$ cat src/rtl/mpc_pkg.sv
// Shared types and constants for the multiphase clock generator.
// Assumes four channels, with channel 1 as the fixed phase reference.
package mpc_pkg;
    typedef logic [1:0] quad_t;

    localparam int    NUM_CH   = 4;
    localparam int    MIN_PER  = 8;
    localparam quad_t QUAD_0   = 2'd0;
    localparam quad_t QUAD_90  = 2'd1;
    localparam quad_t QUAD_180 = 2'd2;
    localparam quad_t QUAD_270 = 2'd3;

    localparam quad_t RST_PH2  = QUAD_180;
    localparam quad_t RST_PH3  = QUAD_90;
    localparam quad_t RST_PH4  = QUAD_270;
endpackage

$ cat src/rtl/mpc_cfg_regs.sv
// Configuration storage: a shadow bank written by strobe, and a working bank
// copied from it on `load`. Assumes `load` is high only at period ends or while
// stopped. The period is made legal (multiple of 4, at least MIN_PER) at capture.
module mpc_cfg_regs
    import mpc_pkg::*;
#(
    parameter int CNT_W      = 10,
    parameter int DEF_PERIOD = 40
) (
    input  logic              clk,
    input  logic              rst_n,
    input  logic              cfg_wr,
    input  logic [CNT_W-1:0]  cfg_period,
    input  quad_t             cfg_phase2,
    input  quad_t             cfg_phase3,
    input  quad_t             cfg_phase4,
    input  logic [NUM_CH-1:0] cfg_half_rate,
    input  logic              cfg_parallel,
    input  logic              load,
    output logic [CNT_W-1:0]  act_period,
    output quad_t             act_ph2,
    output quad_t             act_ph3,
    output quad_t             act_ph4,
    output logic [NUM_CH-1:0] act_half,
    output logic              act_par
);
    localparam int DEF_AL = ((DEF_PERIOD / 4) * 4 < MIN_PER) ? MIN_PER : (DEF_PERIOD / 4) * 4;
    localparam logic [CNT_W-1:0] RST_PERIOD = CNT_W'(DEF_AL);

    logic [CNT_W-1:0]  sh_period;
    quad_t             sh_ph2, sh_ph3, sh_ph4;
    logic [NUM_CH-1:0] sh_half;
    logic              sh_par;
    logic [CNT_W-1:0]  legal_period;

    // Round the requested period down to a quarter multiple and raise it to the floor.
    always_comb begin
        legal_period = {cfg_period[CNT_W-1:2], 2'b00};
        if (legal_period < CNT_W'(MIN_PER)) begin
            legal_period = CNT_W'(MIN_PER);
        end
    end

    // Shadow bank: captures the ports on the write strobe.
    always_ff @(posedge clk) begin
        if (!rst_n) begin
            sh_period <= RST_PERIOD;
            sh_ph2    <= RST_PH2;
            sh_ph3    <= RST_PH3;
            sh_ph4    <= RST_PH4;
            sh_half   <= '0;
            sh_par    <= 1'b0;
        end else if (cfg_wr) begin
            sh_period <= legal_period;
            sh_ph2    <= cfg_phase2;
            sh_ph3    <= cfg_phase3;
            sh_ph4    <= cfg_phase4;
            sh_half   <= cfg_half_rate;
            sh_par    <= cfg_parallel;
        end
    end

    // Working bank: follows the shadow bank only at safe points.
    always_ff @(posedge clk) begin
        if (!rst_n) begin
            act_period <= RST_PERIOD;
            act_ph2    <= RST_PH2;
            act_ph3    <= RST_PH3;
            act_ph4    <= RST_PH4;
            act_half   <= '0;
            act_par    <= 1'b0;
        end else if (load) begin
            act_period <= sh_period;
            act_ph2    <= sh_ph2;
            act_ph3    <= sh_ph3;
            act_ph4    <= sh_ph4;
            act_half   <= sh_half;
            act_par    <= sh_par;
        end
    end
endmodule

$ cat src/rtl/mpc_timebase.sv
// Shared period counter. It counts 0..period-1 while running and toggles a
// period parity bit at each wrap. Assumes period >= 8. `load` marks the
// cycles in which the working configuration may change.
module mpc_timebase #(
    parameter int CNT_W = 10
) (
    input  logic             clk,
    input  logic             rst_n,
    input  logic             run_en,
    input  logic [CNT_W-1:0] period,
    output logic [CNT_W-1:0] cnt,
    output logic             run_q,
    output logic             parity,
    output logic             load
);
    logic last;

    // Final cycle of the current period.
    assign last = run_q && (cnt == period - 1'b1);
    // Configuration may change at a period end or while stopped.
    assign load = !run_q || last;

    // Counter, run flag and period parity.
    always_ff @(posedge clk) begin
        if (!rst_n || !run_en) begin
            cnt    <= '0;
            run_q  <= 1'b0;
            parity <= 1'b0;
        end else begin
            run_q <= 1'b1;
            if (last) begin
                cnt    <= '0;
                parity <= ~parity;
            end else if (run_q) begin
                cnt <= cnt + 1'b1;
            end
        end
    end
endmodule

$ cat src/rtl/mpc_phase_lane.sv
// One channel's start decoder: fires when the shared count reaches the
// channel's slot, lag + sel quarters. Assumes lag + 3 quarters < period, so no
// modulo is needed. A half-rate lane fires only in even periods.
module mpc_phase_lane
    import mpc_pkg::*;
#(
    parameter int CNT_W = 10
) (
    input  logic [CNT_W-1:0] cnt,
    input  logic [CNT_W-1:0] quarter,
    input  logic [CNT_W-1:0] lag,
    input  quad_t            sel,
    input  logic             half_en,
    input  logic             parity,
    input  logic             run_q,
    output logic             start
);
    logic [CNT_W-1:0] offset;

    // Quarter-step offset chosen by the phase field.
    always_comb begin
        case (sel)
            QUAD_0:   offset = '0;
            QUAD_90:  offset = quarter;
            QUAD_180: offset = quarter << 1;
            default:  offset = quarter + (quarter << 1);
        endcase
    end

    // Start pulse in the matching cycle, skipped in odd periods at half rate.
    assign start = run_q && (cnt == lag + offset) && (!half_en || !parity);
endmodule

$ cat src/rtl/mpc_clkgen.sv
// Top of the multiphase switching clock generator. It joins the configuration
// banks, the shared timebase and one phase lane per channel, and produces the
// 50% synchronization clock. Assumes a single clock domain.
module mpc_clkgen
    import mpc_pkg::*;
#(
    parameter int CNT_W      = 10,
    parameter int DEF_PERIOD = 40
) (
    input  logic              clk,
    input  logic              rst_n,
    input  logic              run_en,
    input  logic              cfg_wr,
    input  logic [CNT_W-1:0]  cfg_period,
    input  logic [1:0]        cfg_phase2,
    input  logic [1:0]        cfg_phase3,
    input  logic [1:0]        cfg_phase4,
    input  logic [3:0]        cfg_half_rate,
    input  logic              cfg_parallel,
    output logic [3:0]        chan_start,
    output logic              sync_out
);
    logic [CNT_W-1:0]  act_period;
    quad_t             act_ph2, act_ph3, act_ph4;
    logic [NUM_CH-1:0] act_half;
    logic              act_par;
    logic [CNT_W-1:0]  cnt;
    logic              run_q, parity, load;
    logic [CNT_W-1:0]  quarter, half_cnt, lag;
    logic [CNT_W+2:0]  lag_wide;
    quad_t             lane_sel [NUM_CH];

    mpc_cfg_regs #(.CNT_W(CNT_W), .DEF_PERIOD(DEF_PERIOD)) u_cfg (
        .clk           (clk),
        .rst_n         (rst_n),
        .cfg_wr        (cfg_wr),
        .cfg_period    (cfg_period),
        .cfg_phase2    (cfg_phase2),
        .cfg_phase3    (cfg_phase3),
        .cfg_phase4    (cfg_phase4),
        .cfg_half_rate (cfg_half_rate),
        .cfg_parallel  (cfg_parallel),
        .load          (load),
        .act_period    (act_period),
        .act_ph2       (act_ph2),
        .act_ph3       (act_ph3),
        .act_ph4       (act_ph4),
        .act_half      (act_half),
        .act_par       (act_par)
    );

    mpc_timebase #(.CNT_W(CNT_W)) u_tb (
        .clk    (clk),
        .rst_n  (rst_n),
        .run_en (run_en),
        .period (act_period),
        .cnt    (cnt),
        .run_q  (run_q),
        .parity (parity),
        .load   (load)
    );

    // Derived slot sizes: quarter, half, and the channel 1 lag of 5/32 period.
    assign quarter  = {2'b00, act_period[CNT_W-1:2]};
    assign half_cnt = {1'b0, act_period[CNT_W-1:1]};
    assign lag_wide = ({3'b000, act_period} << 2) + {3'b000, act_period};
    assign lag      = {2'b00, lag_wide[CNT_W+2:5]};

    // Phase selection per lane; paralleling pins channel 2 at half a period.
    assign lane_sel[0] = QUAD_0;
    assign lane_sel[1] = act_par ? QUAD_180 : act_ph2;
    assign lane_sel[2] = act_ph3;
    assign lane_sel[3] = act_ph4;

    // Synchronization clock: high during the first half of each period.
    assign sync_out = run_q && (cnt < half_cnt);

    for (genvar g = 0; g < NUM_CH; g++) begin : g_lane
        mpc_phase_lane #(.CNT_W(CNT_W)) u_lane (
            .cnt     (cnt),
            .quarter (quarter),
            .lag     (lag),
            .sel     (lane_sel[g]),
            .half_en (act_half[g]),
            .parity  (parity),
            .run_q   (run_q),
            .start   (chan_start[g])
        );
    end
endmodule

$ cat config.mk
export PLATFORM = sky130hd
export DESIGN_NAME = mpc_clkgen
export DESIGN_NICKNAME = d
export VERILOG_FILES = /design/src/rtl/mpc_pkg.sv /design/src/rtl/mpc_cfg_regs.sv /design/src/rtl/mpc_timebase.sv /design/src/rtl/mpc_phase_lane.sv /design/src/rtl/mpc_clkgen.sv
export SDC_FILE = /design/constraint.sdc
export NUM_CORES = 1
export LEC_CHECK = 0
export BUFFER_PORTS_ARGS = -buffer_cell sky130_fd_sc_hd__buf_4
export CORE_MARGIN = 3
export CORE_UTILIZATION = 45
export CTS_CLUSTER_DIAMETER = 100
export CTS_CLUSTER_SIZE = 20
export DETAILED_ROUTE_END_ITERATION = 7
export GPL_ROUTABILITY_DRIVEN = 0
export PLACE_DENSITY = 0.65
export SYNTH_ARGS = -nofsm -noshare
export SYNTH_HDL_FRONTEND = slang
export SYNTH_SLANG_ARGS = --single-unit
$ cat constraint.sdc
create_clock -name clk -period 7.1 [get_ports clk]
set_clock_uncertainty 0.2 [all_clocks]
set_input_delay 1.42 -clock clk [delete_from_list [all_inputs] [get_ports clk]]
set_output_delay 1.42 -clock clk [all_outputs]
set_load 0.03 [all_outputs]
[Word level (Yosys, flattened, before mapping)]
Index checks and enable logic that the tools add are counted.
Storage, ports and cells
  input port bits: 25
  logic and storage cells: 70
  flip-flop bits (word level): 54
Cells by class
  equal/unequal tests: 11
  reductions and logical operators: 28
  $lt $le $gt $ge: 2
  bitwise gates (word level): 1
  add/subtract/negate cells: 7
  muxes and demuxes: 6
Operators by type and width (count)
  10-bit case mux with 3 select lines: 3
  10-bit == test: 4
  8-bit by 10-bit adder with 10-bit output: 3
  12-bit by 10-bit adder with 13-bit output: 1
  10-bit by 1-bit adder with 10-bit output, second input constant: 1
  8-bit by 9-bit adder with 10-bit output: 1
  10-bit by 8-bit == test with 1-bit output: 1
  1-bit logical AND: 10
  10-bit by 4-bit less-than comparator with 1-bit output, second input constant: 1
  10-bit by 9-bit less-than comparator with 1-bit output: 1
  10-bit two-way mux: 1
  10-bit by 1-bit subtractor with 10-bit output, second input constant: 1
  1-bit logical NOT: 8
  2-bit by 1-bit == test with 1-bit output, second input constant: 3
  2-bit == test, second input constant: 3
  2-bit logical NOT: 3
  1-bit logical OR: 6
  2-bit two-way mux: 1
  2-bit OR reduction: 1
  1-bit two-way mux: 1
  1-bit NOT: 1

[Longest topological paths before layout]
Gate-level depths: netlist of run 1.
  depth after elaboration: 7
  mapped depth: 19
  depth with buffers taken out: 18

[Cells and area by module]
Synthesis of run 1 repeated with hierarchy kept, for this count alone.
Second synthesis, totals
  cell total of the unflattened synthesis: 879
  area total of the unflattened synthesis: 7135.6 µm²
Modules (own cells, without submodules)
  mpc_phase_lane (g_lane[2].u_lane ...): area each 1039.7 µm², cells each 140, instances 2
  mpc_cfg_regs: area each 1451.4 µm², cells each 129, instances 1
  mpc_phase_lane (g_lane[1].u_lane): area each 1114.8 µm², cells each 153, instances 1
  mpc_phase_lane (g_lane[0].u_lane): area each 1088.5 µm², cells each 145, instances 1
  mpc_timebase: area each 850.8 µm², cells each 100, instances 1
  mpc_clkgen: area each 550.5 µm², cells each 72, instances 1

[Worst setup path before layout of run 1]
Ideal clock, no wire load.
  kind: register -> output
  from: register u_cfg.act_period[3]
  to: output port chan_start[2]
  required time: 5480 ps
  stages on the path, launching flop included: 19
  path slack: 1524 ps
  arrival time: 3956 ps
  path through: dfxtp_1 > inv_1 > ha_1 > a211oi_1 > nor2_1 > o21ai_1 > nor2b_1 > xnor2_1 > mux2_2 > a22o_1 > ha_1 > o21a_1 > nor2_1 > a31oi_1 > and2_2 > and2_2 > o311a_1 > o2111a_1 > buf_4
Between the ends
  word-level cells in the longest chain between the ends: 6
  elaborated cells between the ends (all ways): 7
  those cells by class: 3 x add/sub; 1 x eq/ne; 1 x mux; 2 x reduce/logical
Ends and longest elaborated chain
  start: declaration: RTL line mpc_cfg_regs.sv:20  | output logic [CNT_W-1:0] act_period,
  start signal: assignment: RTL line mpc_cfg_regs.sv:73  | act_period <= sh_period;
  8-bit by 9-bit adder with 10-bit output: RTL line mpc_phase_lane.sv:26  | default: offset = quarter + (quarter << 1);
  10-bit case mux with 3 select lines: RTL line mpc_phase_lane.sv:22  | case (sel)
  8-bit by 10-bit adder with 10-bit output (*): RTL line mpc_phase_lane.sv:31  | assign start = run_q && (cnt == lag + offset) && (!half_en || !parity);
  10-bit == test (*): RTL line mpc_phase_lane.sv:31
  1-bit logical AND (*) (2 in series): RTL line mpc_phase_lane.sv:31
  end: declaration: RTL line mpc_clkgen.sv:20  | output logic [3:0] chan_start,
Mark *: on every way between the ends. The rest lies on a longest branch, timed or not.

[Final worst setup path of run 1]
  from: register u_cfg.act_period[4]
  to: output port chan_start[2]
Same word-level chain as after synthesis.

==> results.sh, run 1 <==
export IMPL_track_usage=0.219
export IMPL_maxCapViolCount=0
export IMPL_antenna_found_initial=0
export IMPL_cts_sinks=50
export IMPL_drive_gt1_frac=0.115
export IMPL_cp_startpoint="u_cfg.act_period[4]$_SDFFE_PN0P_"
export IMPL_final_nets=744
export IMPL_start_util=0.467
export IMPL_hold_path_class="flip-flop to flip-flop"
export IMPL_worstSetupPathDepth=17
export IMPL_crit_path_end_kind="output pin"
export IMPL_cts_resized=0
export IMPL_yosys_top_cells_count="58 x nand2_1, 56 x ha_1, 56 x xnor2_1, 50 x dfxtp_1, 39 x nor2_1"
export IMPL_die_w_um=116
export IMPL_dieArea_mm2=0.0134
export IMPL_endpoint="chan_start[2]"
export IMPL_wire_per_inst_um=17.6
export IMPL_htree_levels=2
export IMPL_cp_top_family="compound AO/OA/AOI/OAI gates"
export IMPL_cts_tree="done"
export IMPL_grt_pass1_wl_mm=23.2
export IMPL_synth_area_leaders="dfxtp_1 19%, ha_1 13%, xnor2_1 9.1%"
export IMPL_p_leak_nw=2.50
export IMPL_clockRootBuffer="clkbuf_16"
export IMPL_grt_start_max_net_pins=53
export IMPL_syn_area_mm2=0.00541
export IMPL_ys_flop_type="dfxtp_1"
export IMPL_antenna_left=0
export IMPL_synth_edf_count=0
export IMPL_synth_distinct_cells=69
export IMPL_slew_viol_final=0
export IMPL_p_per_area_mw_per_mm2=164
export IMPL_async_flop_share=0
export IMPL_outcome="finished, final reports clean"
export IMPL_cts_made_buffers=5
export IMPL_post_cts_setup_buffers=0
export IMPL_vias_per_cell=5.88
export IMPL_drc=0
export IMPL_irDropWorstVdd_mv=0.0956
export IMPL_drt_iter0_markers=279
export IMPL_overflow=0
export IMPL_areaGrowthSynthToFinish_pct=6.90
export IMPL_rsz0062_at_grt="false"
export IMPL_yosys_area_top_type="dfxtp_1"
export IMPL_seq_area_frac_synth=0.185
export IMPL_period_needed_ns=6.54
export IMPL_ios=30
export IMPL_worstPathCellList="inv_1 > ha_1 > a211oi_1 > nor2_1 > o21ai_1 > nor2b_1 > xnor2_1 > mux2_2 > a22o_1 > ha_1 > nor3_1 > a31oi_1 > and2_2 > and2_2 > o311a_1 > o2111a_1 > buf_4"
export IMPL_clock_latency_ns=0.29
export IMPL_yosysWarnings=0
export IMPL_tightestPinTransition_ns=0.714
export IMPL_clkTransAtPathRegs_ns=0.07
export IMPL_cp_start_kind="flip-flop"
export IMPL_cp_data_required_time_ns=5.48
export IMPL_fp_coreArea_mm2=0.0116
export IMPL_place_inst=794
export IMPL_critPathSlowestCell="dfxtp_1"
export IMPL_rr_endpoint="u_cfg.act_ph2[1]$_SDFFE_PN1P_"
export IMPL_drt_wl_total_mm=14.1
export IMPL_critPathMaxFanout=12
export IMPL_avgSynthCellArea_um2=8.20
export IMPL_synth_top_area_share=0.185
export IMPL_ys_seq_elements=50
export IMPL_final_cells=802
export IMPL_fin_crit_sh=0.921
export IMPL_fmax_ghz=0.153
export IMPL_dp_hpwl_mm=11.1
export IMPL_ctsHoldBuffers=0
export IMPL_vias=4715
export IMPL_die_h_um=116
export IMPL_finalSetupTns_ns=0
export IMPL_rr_startpoint="u_cfg.act_period[5]$_SDFFE_PN1P_"
export IMPL_grt_pass1_vias=4471
export IMPL_antenna_cells=0
export IMPL_setup_viol=0
export IMPL_synth_nets=745
export IMPL_rows=39
export IMPL_reg2reg_depth=10
export IMPL_regToRegSetupSlack_ns=3.86
export IMPL_clockBufferDepth=2
export IMPL_slew_limit_headroom=0.523
export IMPL_firstDrtPassIters=8
export IMPL_port_buffers=27
export IMPL_hold_viol=0
export IMPL_arrival_ns=4.92
export IMPL_critical_path_class="flip-flop to output pin"
export IMPL_critPathMaxStageDelay_ns=0.61
export IMPL_path_buf_inv=2
export IMPL_yosysMostFrequentCell="nand2_1"
export IMPL_synth_cells=659
-- tightest hold or removal path, stage by stage (launching register included) --
cell	delay, ns
dfxtp_1	0.32
nand3_2	0.06
o21ai_2	0.04
-- stage by stage --
step / setup WS [ns] / area, um^2 / hold slack (ns) / power [mW] / utilization
after floorplan: 1.52 / 5410 / 0.229 / 0.592 / -
after global placement: 0.999 / 5600 / 0.247 / 0.655 / 0.484
after detailed placement: 0.928 / 5600 / 0.249 / 0.666 / 0.484
after CTS: 0.589 / 5780 / 0.261 / 0.952 / 0.500
after global routing: 0.201 / 5780 / 0.268 / 1.01 / 0.500
final: 0.559 / 5780 / 0.258 / 0.946 / 0.500
-- cells in the final DEF, fill, tap and decap left out, types with 6 or more instances in the layout --
cell,Yosys,layout
a211oi_1,9,9
a21o_1,11,11
a21oi_1,26,26
a22o_1,16,16
and3_1,8,8
buf_4,6,32
dfxtp_1,50,50
ha_1,56,56
inv_1,34,34
mux2i_1,21,21
nand2_1,58,58
nand2b_1,9,9
nand3_1,13,13
nand3_2,9,9
nand4_1,10,10
nor2_1,39,39
nor2b_1,20,20
nor3_1,11,11
o21a_1,7,7
o21ai_0,28,28
o21ai_1,8,8
o21ai_2,11,11
o22ai_1,6,6
xnor2_1,56,56
xor2_1,26,26
-- report_power, final --
part | switching (mW) | internal [mW] | total (mW) | leakage, nW
sequential | 0.0179 | 0.292 | 0.310 | 0.409
combinational | 0.195 | 0.160 | 0.355 | 2.00
clock | 0.104 | 0.177 | 0.281 | 0.0875
-- final cells by class --
cell class | instances | area, um^2
fillers | 1112 | 5790
multi-input cells | 534 | 4050
flip-flops and latches | 50 | 1000
repair buffers | 32 | 240
well taps | 143 | 179
clock buffers | 6 | 139
inverters | 35 | 131
clock inverters | 2 | 38.8
-- logic make-up after synthesis --
group | count (synthesis) | share of synthesized area
flip-flops | 50 | 0.185
multiplexers | 23 | 0.0431
XOR/XNOR | 83 | 0.136
AND/OR/NAND/NOR | 200 | 0.196
AO/OA/AOI/OAI | 167 | 0.226
adder cells (fa/ha/maj) | 61 | 0.148
buffers and inverters | 75 | 0.0657
-- registers in the layout, indices dropped and copies added, names as in the netlist --
name / flops
u_cfg.act_half: 4
u_cfg.act_par: 1
u_cfg.act_period: 8
u_cfg.act_ph2: 2
u_cfg.act_ph3: 2
u_cfg.act_ph4: 2
u_cfg.sh_half: 4
u_cfg.sh_par: 1
u_cfg.sh_period: 8
u_cfg.sh_ph2: 2
u_cfg.sh_ph3: 2
u_cfg.sh_ph4: 2
u_tb.cnt: 10
u_tb.parity: 1
u_tb.run_q: 1
-- worst min-delay path by stage --
stage / startpoint / endpoint / slack, ns / cells after the start
floorplan: u_cfg.act_half[3]$_SDFFE_PN0P_ / u_cfg.act_half[3]$_SDFFE_PN0P_ / 0.23 / 2
global placement: u_cfg.sh_half[2]$_SDFFE_PN0P_ / u_cfg.act_half[2]$_SDFFE_PN0P_ / 0.25 / 2
detailed placement: u_cfg.sh_half[2]$_SDFFE_PN0P_ / u_cfg.act_half[2]$_SDFFE_PN0P_ / 0.25 / 2
CTS: u_cfg.sh_half[2]$_SDFFE_PN0P_ / u_cfg.act_half[2]$_SDFFE_PN0P_ / 0.26 / 2
global route: u_cfg.sh_half[2]$_SDFFE_PN0P_ / u_cfg.act_half[2]$_SDFFE_PN0P_ / 0.27 / 2
finish: u_cfg.sh_period[4]$_SDFFE_PN0P_ / u_cfg.act_period[4]$_SDFFE_PN0P_ / 0.26 / 2
-- per-layer routing --
layer,global-route usage,share of wire,vias to the layer above
li1,-,-,2342
met1,0.296,0.45,2208
met2,0.355,0.46,145
met3,0.0470,0.068,20
met4,0.0618,0.023,0
met5,0,0,-
(Power assumes the default switching activity.)
==> run 2, diff against run 1 <==
CORE_UTILIZATION = 60   (was 45)
PLACE_DENSITY = 0.82   (was 0.65)
==> run 2 against run 1 <==
Against the previous run: wire length shrank 4.5%; critical path depth unchanged; register-to-register slack improved by 0.07 ns; die area fell by 24%; worst setup slack got worse by 0.052 ns; sequential share of layout area is 0.38 points higher; power fell by 7.6%; count of clock-buffer cells in the layout down 1; flip-flop and latch count unchanged; final cell count decreased by 5.0%; maximum frequency shrank 0.79%; critical path type unchanged.
==> results.sh, run 2 (synthesized netlist as in run 1, its figures left out) <==
export IMPL_final_nets=742
export IMPL_dr_wl_met3_mm=1.12
export IMPL_hold_path_class="flip-flop to flip-flop"
export IMPL_clock_latency_ns=0.32
export IMPL_clkPwrFrac=0.241
export IMPL_cts_sinks=50
export IMPL_finalSetupTns_ns=0
export IMPL_cp_top_family="compound AO/OA/AOI/OAI gates"
export IMPL_cts_tree="done"
export IMPL_cts_made_buffers=5
export IMPL_start_util=0.639
export IMPL_antenna_found_initial=0
export IMPL_clkTransAtPathRegs_ns=0.10
export IMPL_place_area_mm2=0.00554
export IMPL_slew_viol_final=0
export IMPL_drt_met1_wl_mm=5.70
export IMPL_regMostFlops="u_tb.cnt"
export IMPL_firstDrtPassIters=5
export IMPL_critPathSlowestCell="dfxtp_1"
export IMPL_hold_viol=0
export IMPL_vias_per_cell=6.36
export IMPL_grt_pass1_wl_mm=22.1
export IMPL_fmax_ghz=0.152
export IMPL_critical_path_class="flip-flop to output pin"
export IMPL_top_regs="u_tb.cnt (10), u_cfg.act_period (8), u_cfg.sh_period (8)"
export IMPL_drt_wl_total_mm=13.5
export IMPL_drive_gt1_frac=0.113
export IMPL_drt_iter0_markers=412
export IMPL_comb_power_share=0.403
export IMPL_die_w_um=101
export IMPL_setup_viol=0
export IMPL_arrival_ns=4.97
export IMPL_drc=0
export IMPL_stdcell_area_mm2=0.00566
export IMPL_internal_power_mw=0.559
export IMPL_critPathMaxStageDelay_ns=0.61
export IMPL_rsz0062_at_grt="false"
export IMPL_path_buf_inv=2
export IMPL_cp_data_required_time_ns=5.48
export IMPL_wire_per_inst_um=17.7
export IMPL_p_leak_nw=2.46
export IMPL_clockRootBuffer="clkbuf_8"
export IMPL_dp_hpwl_mm=10.5
export IMPL_grt_pass1_vias=4633
export IMPL_die_h_um=101
export IMPL_outcome="finished, final reports clean"
export IMPL_slew_limit_headroom=0.510
export IMPL_p_switching_mw=0.315
export IMPL_irDropWorstVdd_mv=0.119
export IMPL_period_needed_ns=6.59
export IMPL_crit_path_end_kind="output pin"
export IMPL_p_per_area_mw_per_mm2=155
export IMPL_fp_coreArea_mm2=0.00846
export IMPL_areaGrowthSynthToFinish_pct=4.63
export IMPL_antenna_cells=0
export IMPL_post_cts_setup_buffers=0
export IMPL_critPathMaxFanout=12
export IMPL_highest_layer="met4"
export IMPL_clockBufferDepth=2
export IMPL_ctsHoldBuffers=0
export IMPL_dieArea_mm2=0.0102
export IMPL_tightestPinTransition_ns=0.734
export IMPL_antenna_left=0
export IMPL_vias=4843
export IMPL_overflow=0
export IMPL_fin_crit_sh=0.929
export IMPL_track_usage=0.272
export IMPL_mostFrequentLayoutCell="nand2_1"
export IMPL_cp_start_kind="flip-flop"
export IMPL_seq_power_share=0.356
export IMPL_dr_wl_met2_mm=6.12
export IMPL_rows=33
export IMPL_worstPathCellList="inv_1 > ha_1 > a211oi_1 > nor2_1 > o21ai_1 > nor2b_1 > xnor2_1 > mux2_2 > a22o_1 > ha_1 > nor3_1 > a31oi_1 > and2_2 > and2_2 > o311a_1 > o2111a_1 > buf_4"
export IMPL_regToRegSetupSlack_ns=3.93
export IMPL_p_sw_frac=0.360
export IMPL_final_cell_mix="58 x nand2_1, 56 x xnor2_1, 56 x ha_1, 50 x dfxtp_1, 39 x nor2_1"
export IMPL_cts_resized=0
export IMPL_maxCapViolCount=0
export IMPL_htree_levels=2
export IMPL_largest_reg_flops=10
export IMPL_port_buffers=27
export IMPL_ios=30
export IMPL_grt_start_max_net_pins=53
-- run 2: area by class of cell --
type,count,area [um^2]
Sequential cell,50,1000
Timing Repair Buffer,30,225
Clock buffer,5,68.8
Tap cell,105,131
Clock inverter,3,48.8
Multi-Input combinational cell,534,4050
Fill cell,714,2810
Inverter,35,131
-- run 2: power by group through the flow --
stage                     Sequential (mW)  Clock [mW]  Combinational (mW)
final                               0.311       0.211               0.352
after global routing                0.313       0.225               0.386
after CTS                           0.310       0.215               0.348
after detailed placement            0.317           0               0.345
after global placement              0.316           0               0.332
after floorplan                     0.306           0               0.286
-- run 2: worst paths after layout --
path                            depth (start not counted)                               end                              from
worst min register to register                          2  u_cfg.act_period[9]$_SDFFE_PN0P_   u_cfg.sh_period[9]$_SDFFE_PN0P_
worst max-delay path                                   17                     chan_start[2]  u_cfg.act_period[4]$_SDFFE_PN0P_
worst max register to register                         10     u_cfg.act_ph2[1]$_SDFFE_PN1P_  u_cfg.act_period[4]$_SDFFE_PN0P_
worst min-delay path                                    2  u_cfg.act_period[9]$_SDFFE_PN0P_   u_cfg.sh_period[9]$_SDFFE_PN0P_
-- run 2: worst min-delay path, cell delays in order (launching register included) --
cell	delay, ns
dfxtp_1	0.33
nand3_2	0.06
o21ai_2	0.04
-- run 2: through the flow --
step           hold slack, ns  setup WS (ns)  instances   util  total power, mW
3_5_place_dp            0.252          0.965        754  0.654            0.662
6_report                0.262          0.507        762  0.668            0.874
3_3_place_gp            0.245           1.07        754  0.654            0.648
2_1_floorplan           0.229           1.52        659      -            0.592
5_1_grt                 0.281          0.191        762  0.668            0.925
4_1_cts                 0.265          0.596        762  0.668            0.874
-- run 2: metal layers --
layer	global-route usage	vias to the layer above
li1	-	2340
met1	0.360	2246
met2	0.439	213
met3	0.0353	44
met4	0.122	0
met5	0	-
